[src/rtl/astx_pkg.sv]
`timescale 1ns/1ps
// Shared definitions for the serial audio transmitter: word and bit-index
// widths, the sequencer state type and the word length decoder.
package astx_pkg;

    localparam int WORD_W = 32;
    localparam int BIT_W  = 5;

    typedef enum logic [1:0] {
        ST_IDLE  = 2'd0,
        ST_WAIT  = 2'd1,
        ST_SHIFT = 2'd2
    } tx_state_e;

    // Map a 3-bit length code onto a bit count (codes above 4 mean 32 bits).
    function automatic logic [5:0] code_to_bits(input logic [2:0] code);
        logic [5:0] n;
        case (code)
            3'd0:    n = 6'd8;
            3'd1:    n = 6'd12;
            3'd2:    n = 6'd16;
            3'd3:    n = 6'd20;
            3'd4:    n = 6'd24;
            default: n = 6'd32;
        endcase
        return n;
    endfunction

endpackage

[src/rtl/astx_edge.sv]
`timescale 1ns/1ps
// Edge and frame-start detector.
// Detects the bit-clock drive edge chosen by the clock polarity. It also
// reports a frame-start event, which is an inactive-to-active change of
// frame sync between two drive edges.
// Assumes bclk and fsync are synchronous to clk and change no more often
// than every two clk cycles.
module astx_edge (
    input  logic clk,
    input  logic rst_n,
    input  logic hold,
    input  logic clk_pol,
    input  logic fs_pol,
    input  logic bclk,
    input  logic fsync,
    output logic drive_ev,
    output logic fs_start
);

    logic bclk_q;
    logic fs_prev;
    logic fs_act;

    assign fs_act   = fsync ^ fs_pol;
    assign drive_ev = (bclk ^ bclk_q) & (bclk ^ clk_pol);
    assign fs_start = drive_ev & fs_act & ~fs_prev;

    // Remember the previous bit-clock level for edge detection.
    always_ff @(posedge clk) begin
        if (!rst_n) bclk_q <= 1'b0;
        else        bclk_q <= bclk;
    end

    // Track the frame-sync level seen at the last drive edge.
    // It starts as active so that a pulse already in progress is not a start.
    always_ff @(posedge clk) begin
        if (!rst_n || hold) fs_prev <= 1'b1;
        else if (drive_ev)  fs_prev <= fs_act;
    end


    start_needs_edge_chk: assert property (@(posedge clk) disable iff (!rst_n)
        fs_start |=> !fs_start);

endmodule

[src/rtl/astx_hold.sv]
`timescale 1ns/1ps
// Transmit holding register.
// Holds one word with a ready/valid handshake on the write side. It is
// emptied when the sequencer copies the word into the shifter.
// Assumes pop is only raised while the register is full.
module astx_hold
    import astx_pkg::*;
(
    input  logic              clk,
    input  logic              rst_n,
    input  logic              hold,
    input  logic [WORD_W-1:0] in_data,
    input  logic              in_valid,
    output logic              in_ready,
    input  logic              pop,
    output logic              full,
    output logic [WORD_W-1:0] data
);

    assign in_ready = ~full & ~hold;

    // Fill on handshake, empty on pop, clear under hold.
    always_ff @(posedge clk) begin
        if (!rst_n || hold) begin
            full <= 1'b0;
            data <= '0;
        end else begin
            if (pop) full <= 1'b0;
            if (in_valid && in_ready) begin
                full <= 1'b1;
                data <= in_data;
            end
        end
    end


    keep_word_chk: assert property (@(posedge clk) disable iff (!rst_n)
        (full && !pop && !hold) |=> (full && $stable(data)));


    pop_empties_chk: assert property (@(posedge clk) disable iff (!rst_n)
        (pop && !hold) |=> !full);

endmodule

[src/rtl/astx_seq.sv]
`timescale 1ns/1ps
// Frame sequencer and shifter.
// On each drive edge it decides what goes on the line. The choices are:
// start a frame, wait out the delay bit, shift the next bit, move to the
// next word or phase, or end the frame. New words are taken from the
// holding register when they are needed.
// Assumes configuration changes only while hold is high.
module astx_seq
    import astx_pkg::*;
#(
    parameter int CNT_W = 7
) (
    input  logic              clk,
    input  logic              rst_n,
    input  logic              hold,
    input  logic              drive_ev,
    input  logic              fs_start,
    input  logic              cfg_dual,
    input  logic [2:0]        cfg_len0,
    input  logic [CNT_W-1:0]  cfg_cnt0,
    input  logic [2:0]        cfg_len1,
    input  logic [CNT_W-1:0]  cfg_cnt1,
    input  logic              cfg_delay,
    input  logic              cfg_fs_ignore,
    input  logic              buf_full,
    input  logic [WORD_W-1:0] buf_data,
    output logic              pop,
    output logic              tx_sd,
    output logic              underrun
);

    tx_state_e         state, n_state;
    logic              ph, n_ph;
    logic [CNT_W-1:0]  wcnt, n_wcnt;
    logic [BIT_W-1:0]  bidx, n_bidx;
    logic [WORD_W-1:0] sh_word, n_word;
    logic              n_sd;
    logic              do_load;
    logic [5:0]        ld_len;

    logic [5:0]        len0_b, len1_b, cur_len;
    logic [CNT_W-1:0]  cur_cnt;
    logic              last_w, last_ph, fin, nxt, accept;

    assign len0_b  = code_to_bits(cfg_len0);
    assign len1_b  = code_to_bits(cfg_len1);
    assign cur_len = ph ? len1_b : len0_b;
    assign cur_cnt = ph ? cfg_cnt1 : cfg_cnt0;
    assign last_w  = (wcnt == cur_cnt);
    assign last_ph = ph | ~cfg_dual;
    assign fin     = (state == ST_SHIFT) && (bidx == '0) && last_w && last_ph;
    assign nxt     = (state == ST_SHIFT) && (bidx == 5'd1) && last_w && last_ph;
    assign accept  = fs_start && ((state == ST_IDLE) || fin
                     || (cfg_delay && nxt) || !cfg_fs_ignore);
    assign pop     = do_load & buf_full;

    // Choose the next line bit and frame position for this drive edge.
    always_comb begin
        n_state = state;
        n_ph    = ph;
        n_wcnt  = wcnt;
        n_bidx  = bidx;
        n_word  = sh_word;
        n_sd    = tx_sd;
        do_load = 1'b0;
        ld_len  = len0_b;
        if (drive_ev) begin
            if (accept && !cfg_delay) begin
                n_ph    = 1'b0;
                n_wcnt  = '0;
                do_load = 1'b1;
                n_state = ST_SHIFT;
            end else if (accept && nxt) begin
                n_bidx  = '0;
                n_sd    = sh_word[0];
                n_state = ST_WAIT;
            end else if (accept) begin
                n_sd    = 1'b0;
                n_state = ST_WAIT;
            end else begin
                case (state)
                    ST_WAIT: begin
                        n_ph    = 1'b0;
                        n_wcnt  = '0;
                        do_load = 1'b1;
                        n_state = ST_SHIFT;
                    end
                    ST_SHIFT: begin
                        if (fin) begin
                            n_sd    = 1'b0;
                            n_state = ST_IDLE;
                        end else if (bidx != '0) begin
                            n_bidx = bidx - 5'd1;
                            n_sd   = sh_word[bidx - 5'd1];
                        end else if (!last_w) begin
                            n_wcnt  = wcnt + 1'b1;
                            do_load = 1'b1;
                            ld_len  = cur_len;
                        end else begin
                            n_ph    = 1'b1;
                            n_wcnt  = '0;
                            do_load = 1'b1;
                            ld_len  = len1_b;
                        end
                    end
                    default: ;
                endcase
            end
        end
        if (do_load) begin
            n_word = buf_full ? buf_data : sh_word;
            n_bidx = 5'(ld_len - 6'd1);
            n_sd   = n_word[n_bidx];
        end
    end

    // Register the frame position, the shifter and the line.
    always_ff @(posedge clk) begin
        if (!rst_n || hold) begin
            state    <= ST_IDLE;
            ph       <= 1'b0;
            wcnt     <= '0;
            bidx     <= '0;
            sh_word  <= '0;
            tx_sd    <= 1'b0;
            underrun <= 1'b0;
        end else begin
            state    <= n_state;
            ph       <= n_ph;
            wcnt     <= n_wcnt;
            bidx     <= n_bidx;
            sh_word  <= n_word;
            tx_sd    <= n_sd;
            underrun <= underrun | (do_load & ~buf_full);
        end
    end


    hold_idle_chk: assert property (@(posedge clk) disable iff (!rst_n)
        hold |=> (tx_sd == 1'b0));


    edge_only_chk: assert property (@(posedge clk) disable iff (!rst_n)
        (!drive_ev && !hold) |=> $stable(tx_sd));


    underrun_sticky_chk: assert property (@(posedge clk) disable iff (!rst_n)
        (underrun && !hold) |=> underrun);


    bit_in_word_chk: assert property (@(posedge clk) disable iff (!rst_n)
        (state == ST_SHIFT && !hold) |-> ({1'b0, bidx} < cur_len));


    ignore_keeps_frame_chk: assert property (@(posedge clk) disable iff (!rst_n)
        (!hold && fs_start && cfg_fs_ignore && state == ST_SHIFT && !fin
         && !(cfg_delay && nxt)) |=> (state == ST_SHIFT));

endmodule

[src/rtl/audio_ser_tx.sv]
`timescale 1ns/1ps
// Multi-phase serial audio transmitter, top level.
// Connects the edge detector, the holding register and the sequencer.
// Assumes bclk and fsync are synchronous to clk, the bit clock runs
// below a quarter of clk, and the configuration is stable outside hold.
module audio_ser_tx
    import astx_pkg::*;
#(
    parameter int CNT_W = 7
) (
    input  logic              clk,
    input  logic              rst_n,
    input  logic              tx_hold,
    input  logic              cfg_dual,
    input  logic [2:0]        cfg_len0,
    input  logic [CNT_W-1:0]  cfg_cnt0,
    input  logic [2:0]        cfg_len1,
    input  logic [CNT_W-1:0]  cfg_cnt1,
    input  logic              cfg_delay,
    input  logic              cfg_fs_ignore,
    input  logic              cfg_clk_pol,
    input  logic              cfg_fs_pol,
    input  logic              bclk,
    input  logic              fsync,
    input  logic [WORD_W-1:0] in_data,
    input  logic              in_valid,
    output logic              in_ready,
    output logic              tx_sd,
    output logic              underrun
);

    logic              drive_ev;
    logic              fs_start;
    logic              buf_full;
    logic [WORD_W-1:0] buf_data;
    logic              pop;

    astx_edge u_edge (
        .clk      (clk),
        .rst_n    (rst_n),
        .hold     (tx_hold),
        .clk_pol  (cfg_clk_pol),
        .fs_pol   (cfg_fs_pol),
        .bclk     (bclk),
        .fsync    (fsync),
        .drive_ev (drive_ev),
        .fs_start (fs_start)
    );

    astx_hold u_hold (
        .clk      (clk),
        .rst_n    (rst_n),
        .hold     (tx_hold),
        .in_data  (in_data),
        .in_valid (in_valid),
        .in_ready (in_ready),
        .pop      (pop),
        .full     (buf_full),
        .data     (buf_data)
    );

    astx_seq #(.CNT_W(CNT_W)) u_seq (
        .clk           (clk),
        .rst_n         (rst_n),
        .hold          (tx_hold),
        .drive_ev      (drive_ev),
        .fs_start      (fs_start),
        .cfg_dual      (cfg_dual),
        .cfg_len0      (cfg_len0),
        .cfg_cnt0      (cfg_cnt0),
        .cfg_len1      (cfg_len1),
        .cfg_cnt1      (cfg_cnt1),
        .cfg_delay     (cfg_delay),
        .cfg_fs_ignore (cfg_fs_ignore),
        .buf_full      (buf_full),
        .buf_data      (buf_data),
        .pop           (pop),
        .tx_sd         (tx_sd),
        .underrun      (underrun)
    );

endmodule

[config.mk]
export PLATFORM = sky130hd
export DESIGN_NAME = audio_ser_tx
export DESIGN_NICKNAME = d
export VERILOG_FILES = /design/src/rtl/astx_pkg.sv /design/src/rtl/astx_edge.sv /design/src/rtl/astx_hold.sv /design/src/rtl/astx_seq.sv /design/src/rtl/audio_ser_tx.sv
export SDC_FILE = /design/constraint.sdc
export NUM_CORES = 1
export LEC_CHECK = 0
export ABC_AREA = 1
export BUFFER_PORTS_ARGS = -buffer_cell sky130_fd_sc_hd__buf_2
export CAP_MARGIN = 20
export CORE_UTILIZATION = 51
export CTS_CLUSTER_DIAMETER = 200
export DETAILED_ROUTE_END_ITERATION = 7
export GPL_ROUTABILITY_DRIVEN = 1
export GPL_TIMING_DRIVEN = 1
export PLACE_DENSITY = 0.76
export SETUP_SLACK_MARGIN = 0.15
export SKIP_CTS_REPAIR_TIMING = 1
export SLEW_MARGIN = 10
export SYNTH_ARGS = -nofsm -noshare
export SYNTH_HDL_FRONTEND = slang
export SYNTH_SLANG_ARGS = --single-unit
export TNS_END_PERCENT = 30
[constraint.sdc]
create_clock -name clk -period 2.6 [get_ports clk]
set_clock_uncertainty 0.2 [all_clocks]
set_input_delay 0.39 -clock clk [delete_from_list [all_inputs] [get_ports clk]]
set_output_delay 0.39 -clock clk [all_outputs]
set_load 0.02 [all_outputs]
# == Word-level counts from Yosys, hierarchy flattened ==
# Index checks and enable logic that the tools add are counted.
# classes
n_addsub,3
multipliers,0
div,0
magnitude_cmp,2
n_eq_ne,21
n_shift,0
muxes,61
n_bitwise,15
n_reduce_logical,36
# ops
operator,count
$mux 5,17
$pmux 5 s5,2
$mux 7,7
$mux 32,1
$mux 1,24
$reduce_bool 5->1,3
$pmux 7 s2,1
$eq 3x2->1 const B,4
$lt 5x6->1 const B,2
$reduce_and 6->1,2
$logic_and 1x1->1,11
$bmux 1 s5,2
$sub 5x1->5 const B,2
$ne 3x2->1 const B,3
$reduce_bool 3->1,3
$mux 2,4
$add 7x1->7 const B,1
$eq 7x7->1,1
$reduce_and 7->1,1
$and 1x1->1,6
$eq 3x1->1 const B,2
$eq 3x3->1 const B,2
$logic_not 3->1,2
$ne 3x3->1 const B,2
19 further kinds,33
# totals
reg_bits,84
latchBits,0
mem_bits_rw,0
rom_bits,0
inputBits,63
out_inout_bits,3
elab_cells,149
mem_count,0

# == Longest topological paths before layout ==
# Gate-level depths: netlist of the first run.
# logic_depth
ltp_word,16
mapped_depth,25
depth_no_buf,23

# == By module ==
# Synthesis of the first run repeated with hierarchy kept, for this count alone.
# unflattened
cells_unflattened,727
area_unflattened_um2,4788.3
# by_module_without_submodules
module,n_inst,cells_per_inst,area_per_inst_um2,seq_area_each_um2
astx_seq,1,486,3175.5,980.9
astx_hold,1,217,1487.7,660.6
astx_edge,1,24,125.1,40.0

# == Worst setup path before layout of the first run ==
# No wires, ideal clock.
# synth_timing
kind,input port to flip-flop
start,input cfg_clk_pol
end,register u_seq.tx_sd
setup_time_ps,118
arrival_time_ps,2423
required_time_ps,2282
slack_ps,-141
cell_stages,17
n_path_buf,0
cell_sequence,inv_1 -> or2_2 -> a21oi_4 -> nand2_1 -> nor2_2 -> nand2_4 -> nand2_1 -> nand2_1 -> nand3_1 -> nand2_1 -> ha_1 -> inv_1 -> nand3_1 -> nand3b_1 -> nand3_1 -> nand2_1 -> a21oi_1
# synth_via
elab_chain_cells,13
elab_cells_between_ends,28
cone_classes,add/sub: 1; eq/ne: 1; mux: 15; bitwise: 4; reduce/logical: 7
# synth_rtl
element,line_no,rtl
from (decl),audio_ser_tx.sv:21,"input logic cfg_clk_pol,"
$xor 1x1->1 (*),astx_edge.sv:25,assign drive_ev = (bclk ^ bclk_q) & (bclk ^ clk_pol);
$and 1x1->1 (*),astx_edge.sv:25,
$and 1x1->1 (2 in a row),astx_edge.sv:26,assign fs_start = drive_ev & fs_act & ~fs_prev;
$logic_and 1x1->1,astx_seq.sv:53,assign accept = fs_start && ((state == ST_IDLE) || fin
$mux 5 / $logic_and 1x1->1 (equally long branches),"astx_seq.sv:77, astx_seq.sv:73",
$mux 5,astx_seq.sv:73,end else if (accept && nxt) begin
$mux 5,astx_seq.sv:68,if (accept && !cfg_delay) begin
$mux 5,astx_seq.sv:67,if (drive_ev) begin
$sub 5x1->5,astx_seq.sv:112,n_bidx = 5'(ld_len - 6'd1);
$bmux 1 s5,astx_seq.sv:113,n_sd = n_word[n_bidx];
$mux 1 (not written as such),astx_seq.sv:113,
$mux 1,astx_seq.sv:110,if (do_load) begin
to (signal assigned),astx_seq.sv:133,tx_sd <= n_sd;
to (decl),astx_seq.sv:28,"output logic tx_sd,"
# Every way passes the cells marked *; elsewhere a longest branch is shown, timed or not. The select of a mux whose other input is x is not followed.
# A chain may end at the register's enable or synchronous reset.

# == Worst setup path in the final report of the first run ==
# layout_timing
start,register u_seq.ph
end,register u_seq.tx_sd
# layout_via
elab_chain_cells,16
elab_cells_between_ends,44
cone_classes,add/sub: 1; eq/ne: 2; mux: 25; bitwise: 1; reduce/logical: 15
# layout_rtl
element,line_no,rtl
from (decl),astx_seq.sv:33,"logic ph, n_ph;"
from (signal assigned),astx_seq.sv:129,ph <= n_ph;
"parallel branches: the longest is 16 deep, another holds $sub 5x1->5",--,
# Several ways; the timed one is not identified. The select of a mux whose other input is x is not followed.

==> metrics.md, run 1 <==
| Metric | Value |
|---|---|
| Pre-Repair DR Iteration Count | `5` |
| Type of origin of the critical path | `register` |
| Setup ws final | `-0.271 ns` |
| Mapped Cells | `637` |
| Gpl congestion | `0.934` |
| H-tree depth | `3` |
| Area of the core | `8220 µm²` |
| Commonest cells after routing, fill and taps aside | `nand2_1 (109), dfxtp_1 (83), nor2_1 (79), o21ai_0 (67), buf_2 (65)` |
| Slew Limit Fails | `0` |
| Worst Path Max Fanout | `6` |
| Die Span X | `94.0 µm` |
| Hold Fails Final Rpt | `0` |
| Synth unique cells | `41` |
| Post-synthesis cell area | `4320 µm²` |
| Final Critical Period | `2.87 ns` |
| PortBufs | `65` |
| Critical path required time | `2.65 ns` |
| Rows | `33` |
| Initial antenna violation count | `0` |
| Max-cap violations | `0` |
| Root buffer cell | `clkbuf_8` |
| Routed Antenna Nets | `0` |
| Seq cells post-synth | `84` |
| ANT cells | `0` |
| Worst-Margin Slew | `0.634 ns` |
| Status | `complete, but fails checks` |
| First-pass GRT wire length | `17600 µm` |
| Hold_sp | `rst_n` |
| Critical path type | `reg -> reg` |
| LEAKAGE | `2.30 nW` |
| RSZ-0062 raised after global routing | `true` |
| CP Capture Type | `register` |
| Net Count, Synth | `708` |
| First DRT Iteration DRCs | `251` |
| Vias in the first global route | `4026` |
| Setup TNS | `-2.00 ns` |
| Most common cell after layout, fill and taps aside | `nand2_1` |
| Yosys warns | `0` |
| Worst-path clk slew | `0.09 ns` |
| Placed cell areas | `4990 µm²` |
| R2r startpoint | `u_seq.ph$_SDFFE_PP0P_` |
| Nets | `806` |
| Clk buf depth | `2` |
| Fillers | `712` |
| CTS buffer count | `9` |
| Final wirelength | `11300 µm` |
| Layout area overhead | `30.6%` |
| Hold WC Path Type | `in -> reg` |
| Max rail drop VDD | `393 µV` |
| Via-per-instance ratio | `5.35` |
| Routed vias | `4524` |
| Die area | `8840 µm²` |
| DRC | `0` |
| Placed Cells incl. Taps | `815` |
| TritonCTS clock tree | `yes` |
| Fmax | `0.348 GHz` |
| Worst Setup SP | `u_seq.ph$_SDFFE_PP0P_` |
| Sequential area share after synthesis | `0.389` |
| Die height | `94.0 µm` |
| Grt ovf | `0` |
| Share of post-route cells with drive strength above 1 | `0.266` |
| P per Cell Area | `490 nW/µm²` |
| Initial Util | `0.526` |
| Clk_lat worst skew | `0.36 ns` |
| Overall Global Routing Usage | `0.253` |
| Tcrit/Tclk final | `1.10` |
| Pin count of the biggest net entering global routing | `35` |
| Clk sinks | `84` |
| Syn avg cell area | `6.78 µm²` |
| I/O pins | `66` |
| Wire length per cell | `13.4 µm` |
| Final setup viols | `30` |
| Fin cells | `845` |
| DP Wirelength | `7550 µm` |
| Worst path arrival time | `2.92 ns` |
| Worst slew margin | `0.574` |
| Final Instance Area | `5640 µm²` |
| Failing checks | `negative setup slack` |
metrics by stage:
step / setup WS, ns / utilization / total power [mW] / hold slack [ns]
after floorplan: 0.0634 / - / 1.49 / 0.225
after CTS: -0.206 / 0.639 / 2.76 / 0.0258
after global routing: -0.480 / 0.686 / 2.86 / 0.0441
after detailed placement: -0.176 / 0.608 / 1.60 / 0.241
after global placement: -0.106 / 0.608 / 1.59 / 0.234
final: -0.271 / 0.686 / 2.76 / 0.0344
final cells by class:
cell class | count | area [µm²] | share of cell area
flip-flops and latches | 84 | 1690 | 0.299
inverters | 62 | 255 | 0.0453
multi-input cells | 461 | 2470 | 0.439
repair inverters | 1 | 8.76 | 0.00155
repair buffers | 116 | 830 | 0.147
clock inverters | 6 | 118 | 0.0209
clock buffers | 10 | 138 | 0.0244
well taps | 105 | 131 | 0.0233
report_power, final:
group          internal (mW)  switching (mW)  leakage (nW)
clock network          0.674           0.497         0.125
logic                  0.118           0.159          1.50
registers               1.30          0.0116         0.680
total                   2.10           0.667          2.30
worst max-delay path, cell delays in order (launching register included):
cell and delay, ns:
dfxtp_4 0.38, buf_12 0.13, clkinv_8 0.06, nand2_1 0.07
nand3_1 0.07, nand2_1 0.07, nand2_1 0.08, nor2_4 0.15
nand2_1 0.10, nand2_2 0.10, nor3b_4 0.24, nand3_2 0.13
o21ai_2 0.20, ha_4 0.23, inv_2 0.06, nand3_1 0.10
nand3b_1 0.14, nand3_1 0.11, nand2_1 0.07, a21oi_1 0.05
synthesized netlist by cell type (all sizes together):
| cell | n | share of area |
|---|---|---|
| nand2 | 133 | 0.12 |
| nor2 | 88 | 0.079 |
| dfxtp | 84 | 0.39 |
| o21ai | 78 | 0.090 |
| a21oi | 62 | 0.074 |
| inv | 61 | 0.054 |
| nand3 | 59 | 0.074 |
| clkbuf | 21 | 0.018 |
| buf | 9 | 0.017 |
| ha | 8 | 0.023 |
| nand4 | 7 | 0.010 |
| xor2 | 6 | 0.012 |
| o311ai | 3 | 0.0061 |
| a31oi | 2 | 0.0029 |
| nor3 | 2 | 0.0023 |
| or2 | 2 | 0.0035 |
| a211oi | 1 | 0.0017 |
| a21o | 1 | 0.0017 |
| a221oi | 1 | 0.0020 |
| and3 | 1 | 0.0014 |
| clkinv | 1 | 0.00087 |
| nand3b | 1 | 0.0017 |
| nor3b | 1 | 0.0029 |
| o211a | 1 | 0.0023 |
| o211ai | 1 | 0.0017 |
| o21a | 1 | 0.0017 |
| o221ai | 1 | 0.0020 |
| xnor2 | 1 | 0.0020 |
flip-flops by register name, summed over array words and instances, names as in the netlist:
| signal | cells |
|---|---|
| u_seq.wcnt | 7 |
| u_hold.data | 32 |
| u_seq.state | 2 |
| u_seq.tx_sd | 1 |
| u_edge.bclk_q | 1 |
| u_seq.ph | 1 |
| u_edge.fs_prev | 1 |
| u_seq.underrun | 1 |
| u_seq.bidx | 5 |
| u_hold.full | 1 |
| u_seq.sh_word | 32 |
metal layers:
metal  wire length [µm]  share of wire  GRT usage
met3                546          0.048     0.0364
met2               5690           0.50      0.455
met1               4760           0.42      0.302
met4                293          0.026     0.0923
met5                  0              0          0
path summary, 6_finish.rpt:
kind	endpoint	slack, ns	cells after the start
hold reg to reg	u_seq.sh_word[17]$_SDFFE_PP0P_	0.25	2
setup reg to reg	u_seq.tx_sd$_SDFFE_PP0P_	-0.27	19
setup / recovery	u_seq.tx_sd$_SDFFE_PP0P_	-0.27	19
hold / removal	u_edge.bclk_q$_SDFF_PN0_	0.03	3
logic make-up after synthesis:
family / after synthesis / synth area share
compound gates: 152 / 0.187
xor+xnor: 7 / 0.0142
fa+ha+maj: 8 / 0.0232
buf+inv: 92 / 0.0907
flops: 84 / 0.389
simple gates: 294 / 0.295
Note: power is estimated with default switching activity, not from simulation.
==> run 2: changes to the inputs <==
--- a/config.mk
+++ b/config.mk
@@ -8,6 +8,7 @@
 export ABC_AREA = 1
 export BUFFER_PORTS_ARGS = -buffer_cell sky130_fd_sc_hd__buf_2
 export CAP_MARGIN = 20
+export CORE_ASPECT_RATIO = 0.7
 export CORE_UTILIZATION = 51
 export CTS_CLUSTER_DIAMETER = 200
 export DETAILED_ROUTE_END_ITERATION = 7
==> constraint.sdc (replaced) <==
create_clock -name clk -period 2.3 [get_ports clk]
set_clock_uncertainty 0.2 [all_clocks]
set_input_delay 0.345 -clock clk [delete_from_list [all_inputs] [get_ports clk]]
set_output_delay 0.345 -clock clk [all_outputs]
set_load 0.02 [all_outputs]
==> metrics.md, run 2 (synthesis gave the netlist of run 1 again) <==
| Metric | Value |
|---|---|
| Wire length per cell | `14.7 µm (was 13.4 µm)` |
| Worst slew margin | `0.386 (was 0.574)` |
| Grt ovf | `0 (unchanged)` |
| Die Span X | `112 µm (was 94.0 µm)` |
| Hold Crit Depth | `3 (unchanged)` |
| Worst-Margin Slew | `0.920 ns (was 0.634 ns)` |
| I/O pins | `66 (unchanged)` |
| Clk_lat worst skew | `0.34 ns (was 0.36 ns)` |
| Vias in the first global route | `4142 (was 4026)` |
| Die area | `8840 µm² (about the same)` |
| DRC | `1 (was 0)` |
| Worst-path clk slew | `0.06 ns (was 0.09 ns)` |
| Fin cells | `868 (was 845)` |
| P per Cell Area | `590 nW/µm² (was 490 nW/µm²)` |
| Failing checks | `design-rule violations, negative hold slack, negative setup slack (was negative setup slack)` |
| Hold WC Path Type | `in -> reg (unchanged)` |
| Layout area overhead | `35.5% (was 30.6%)` |
| Reg power frac | `0.431 (was 0.476)` |
| Met3 Track Usage GR | `0.0504 (was 0.0364)` |
| H-tree depth | `3 (unchanged)` |
| Critical path cell sequence | `buf_6 -> nand2_2 -> nand2_2 -> nand2_1 -> nand2_1 -> nand2_2 -> nor2_4 -> nand4_1 -> nand3_4 -> nand2_4 -> or2_4 -> buf_6 -> nand2_1 -> inv_1 -> nand2_2 -> nor2_2 -> o21ai_1 -> o211ai_1 -> a21oi_1 (was buf_12 -> clkinv_8 -> nand2_1 -> nand3_1 -> nand2_1 -> nand2_1 -> nor2_4 -> nand2_1 -> nand2_2 -> nor3b_4 -> nand3_2 -> o21ai_2 -> ha_4 -> inv_2 -> nand3_1 -> nand3b_1 -> nand3_1 -> nand2_1 -> a21oi_1)` |
| Area of the core | `8040 µm² (was 8220 µm²)` |
| Slowest stage delay, CP | `0.40 ns (was 0.38 ns)` |
| Pint | `2.67 mW (was 2.10 mW)` |
| Most common cell after layout, fill and taps aside | `nand2_1 (unchanged)` |
| Slew Limit Fails | `0 (unchanged)` |
| Placed cell areas | `5240 µm² (was 4990 µm²)` |
| Place WS | `-0.637 ns (was -0.176 ns)` |
| Critical path's slowest cell | `dfxtp_4 (unchanged)` |
| Tcrit/Tclk final | `1.23 (was 1.10)` |
| Worst Reg2Reg Path Length in Cells | `19 (unchanged)` |
| Die height | `79.0 µm (was 94.0 µm)` |
| First-pass GRT wire length | `19400 µm (was 17600 µm)` |
| Initial Util | `0.537 (was 0.526)` |
| Met2 Use GR | `0.425 (was 0.455)` |
| Max rail drop VDD | `628 µV (was 393 µV)` |
| Overall Global Routing Usage | `0.277 (was 0.253)` |
| Share of post-route cells with drive strength above 1 | `0.295 (was 0.266)` |
| Switching Fraction | `0.226 (was 0.241)` |
| Clk sinks | `84 (unchanged)` |
| First DRT Iteration DRCs | `438 (was 251)` |
| LEAKAGE | `2.49 nW (was 2.30 nW)` |
| Via-per-instance ratio | `5.46 (was 5.35)` |
| DP Wirelength | `8750 µm (was 7550 µm)` |
| Critical path type | `reg -> reg (unchanged)` |
| Final cell utilization of the core | `0.728 (was 0.686)` |
| GR peak layer | `met2 (unchanged)` |
| Switching pwr | `0.781 mW (was 0.667 mW)` |
| Worst path arrival time | `2.91 ns (was 2.92 ns)` |
| Nets | `834 (was 806)` |
| Status | `complete, but fails checks (unchanged)` |
| Setup TNS | `-19.27 ns (was -2.00 ns)` |
| CP Capture Type | `register (unchanged)` |
| Hold Fails Final Rpt | `1 (was 0)` |
| Type of origin of the critical path | `register (unchanged)` |
| Met1 Use GR | `0.397 (was 0.302)` |
| WP buf/inv | `3 (unchanged)` |
| Hold_sp | `rst_n (unchanged)` |
| Fmax | `0.352 GHz (was 0.348 GHz)` |
| Top Registers | `u_hold.data x32, u_seq.sh_word x32, u_seq.wcnt x7 (unchanged)` |
| R2r startpoint | `u_seq.ph$_SDFFE_PP0P_ (unchanged)` |
| Critical path required time | `2.38 ns (was 2.65 ns)` |
| Initial antenna violation count | `0 (unchanged)` |
| Commonest cells after routing, fill and taps aside | `nand2_1 (106), dfxtp_1 (83), nor2_1 (80), buf_4 (67), buf_2 (65) (was nand2_1 (109), dfxtp_1 (83), nor2_1 (79), o21ai_0 (67), buf_2 (65))` |
| Hold Slack | `-0.000394 ns (was 0.0344 ns)` |
| Root buffer cell | `clkbuf_16 (was clkbuf_8)` |
| R2r setup slk | `-0.54 ns (was -0.27 ns)` |
| Routed Antenna Nets | `0 (unchanged)` |
| Worst Path Max Fanout | `7 (was 6)` |
| Setup ws final | `-0.537 ns (was -0.271 ns)` |
| Final setup viols | `49 (was 30)` |
| Clk buf depth | `2 (unchanged)` |
| Pre-Repair DR Iteration Count | `8 (was 5)` |
| Final Critical Period | `2.84 ns (was 2.87 ns)` |
| Min-Delay Endpoint | `u_edge.bclk_q$_SDFF_PN0_ (unchanged)` |
| Final wirelength | `12800 µm (was 11300 µm)` |
| Max-cap violations | `0 (unchanged)` |
| CTS buffer count | `9 (unchanged)` |
| CP top delay family | `simple AND/OR/NAND/NOR gates (unchanged)` |
| Routed vias | `4739 (was 4524)` |
| Final Instance Area | `5850 µm² (was 5640 µm²)` |
| Gpl congestion | `0.965 (was 0.934)` |
| Worst reg2reg endpoint | `u_seq.bidx[4]$_SDFFE_PP0P_ (was u_seq.tx_sd$_SDFFE_PP0P_)` |
| PortBufs | `65 (unchanged)` |
| TritonCTS clock tree | `yes (unchanged)` |
| Clock power share | `0.474 (was 0.424)` |
| Power Total | `3.46 mW (was 2.76 mW)` |
| RSZ-0062 raised after global routing | `true (unchanged)` |
| Pin count of the biggest net entering global routing | `36 (was 35)` |
| Rows | `27 (was 33)` |
| Fillers | `640 (was 712)` |
| Most frequent cell on the critical path | `nand2_2 (was nand2_1)` |
| Placed Cells incl. Taps | `846 (was 815)` |
| ANT cells | `0 (unchanged)` |
| Combinational cell fraction of total power | `0.095 (was 0.100)` |
## run 2: worst max-delay path by stage
stage	from	endpoint	slack (ns)	cells past startpoint
2_1_floorplan	u_seq.ph$_SDFFE_PP0P_	u_seq.tx_sd$_SDFFE_PP0P_	-0.24	23
3_3_place_gp	u_seq.ph$_SDFFE_PP0P_	u_seq.tx_sd$_SDFFE_PP0P_	-0.49	19
3_5_place_dp	u_seq.ph$_SDFFE_PP0P_	u_seq.tx_sd$_SDFFE_PP0P_	-0.64	19
4_1_cts	u_seq.ph$_SDFFE_PP0P_	u_seq.tx_sd$_SDFFE_PP0P_	-0.67	19
5_1_grt	u_seq.ph$_SDFFE_PP0P_	u_seq.tx_sd$_SDFFE_PP0P_	-0.66	20
6_report	u_seq.ph$_SDFFE_PP0P_	u_seq.bidx[4]$_SDFFE_PP0P_	-0.54	19
## run 2: per-layer routing
metal,share of wire,up-vias
met1,0.47,2146
met2,0.44,232
met4,0.011,0
met3,0.082,19
li1,-,2342
met5,0,-
## run 2: layout make-up
cell class | count | area (µm²) | area share
Sequential cell | 84 | 1690 | 0.288
Clock buffer | 11 | 233 | 0.0398
Multi-Input combinational cell | 463 | 2490 | 0.426
Clock inverter | 4 | 98.8 | 0.0169
Inverter | 62 | 258 | 0.0440
Tap cell | 101 | 126 | 0.0216
Timing Repair Buffer | 143 | 960 | 0.164
## run 2: power by group through the flow
stage | logic, mW | clock network [mW] | registers, mW
6_report | 0.329 | 1.64 | 1.49
4_1_cts | 0.302 | 1.65 | 1.49
3_5_place_dp | 0.301 | 0 | 1.52
5_1_grt | 0.364 | 1.70 | 1.49
3_3_place_gp | 0.292 | 0 | 1.52
2_1_floorplan | 0.175 | 0 | 1.52
## run 2: worst register-to-register path: cells and delay by family (launching register included)
| family | cells | cell delay (ns) |
|---|---|---|
| AO/OA/AOI/OAI | 3 | 0.37 |
| buffers and inverters | 3 | 0.35 |
| flip-flops | 1 | 0.40 |
| AND/OR/NAND/NOR | 13 | 1.43 |
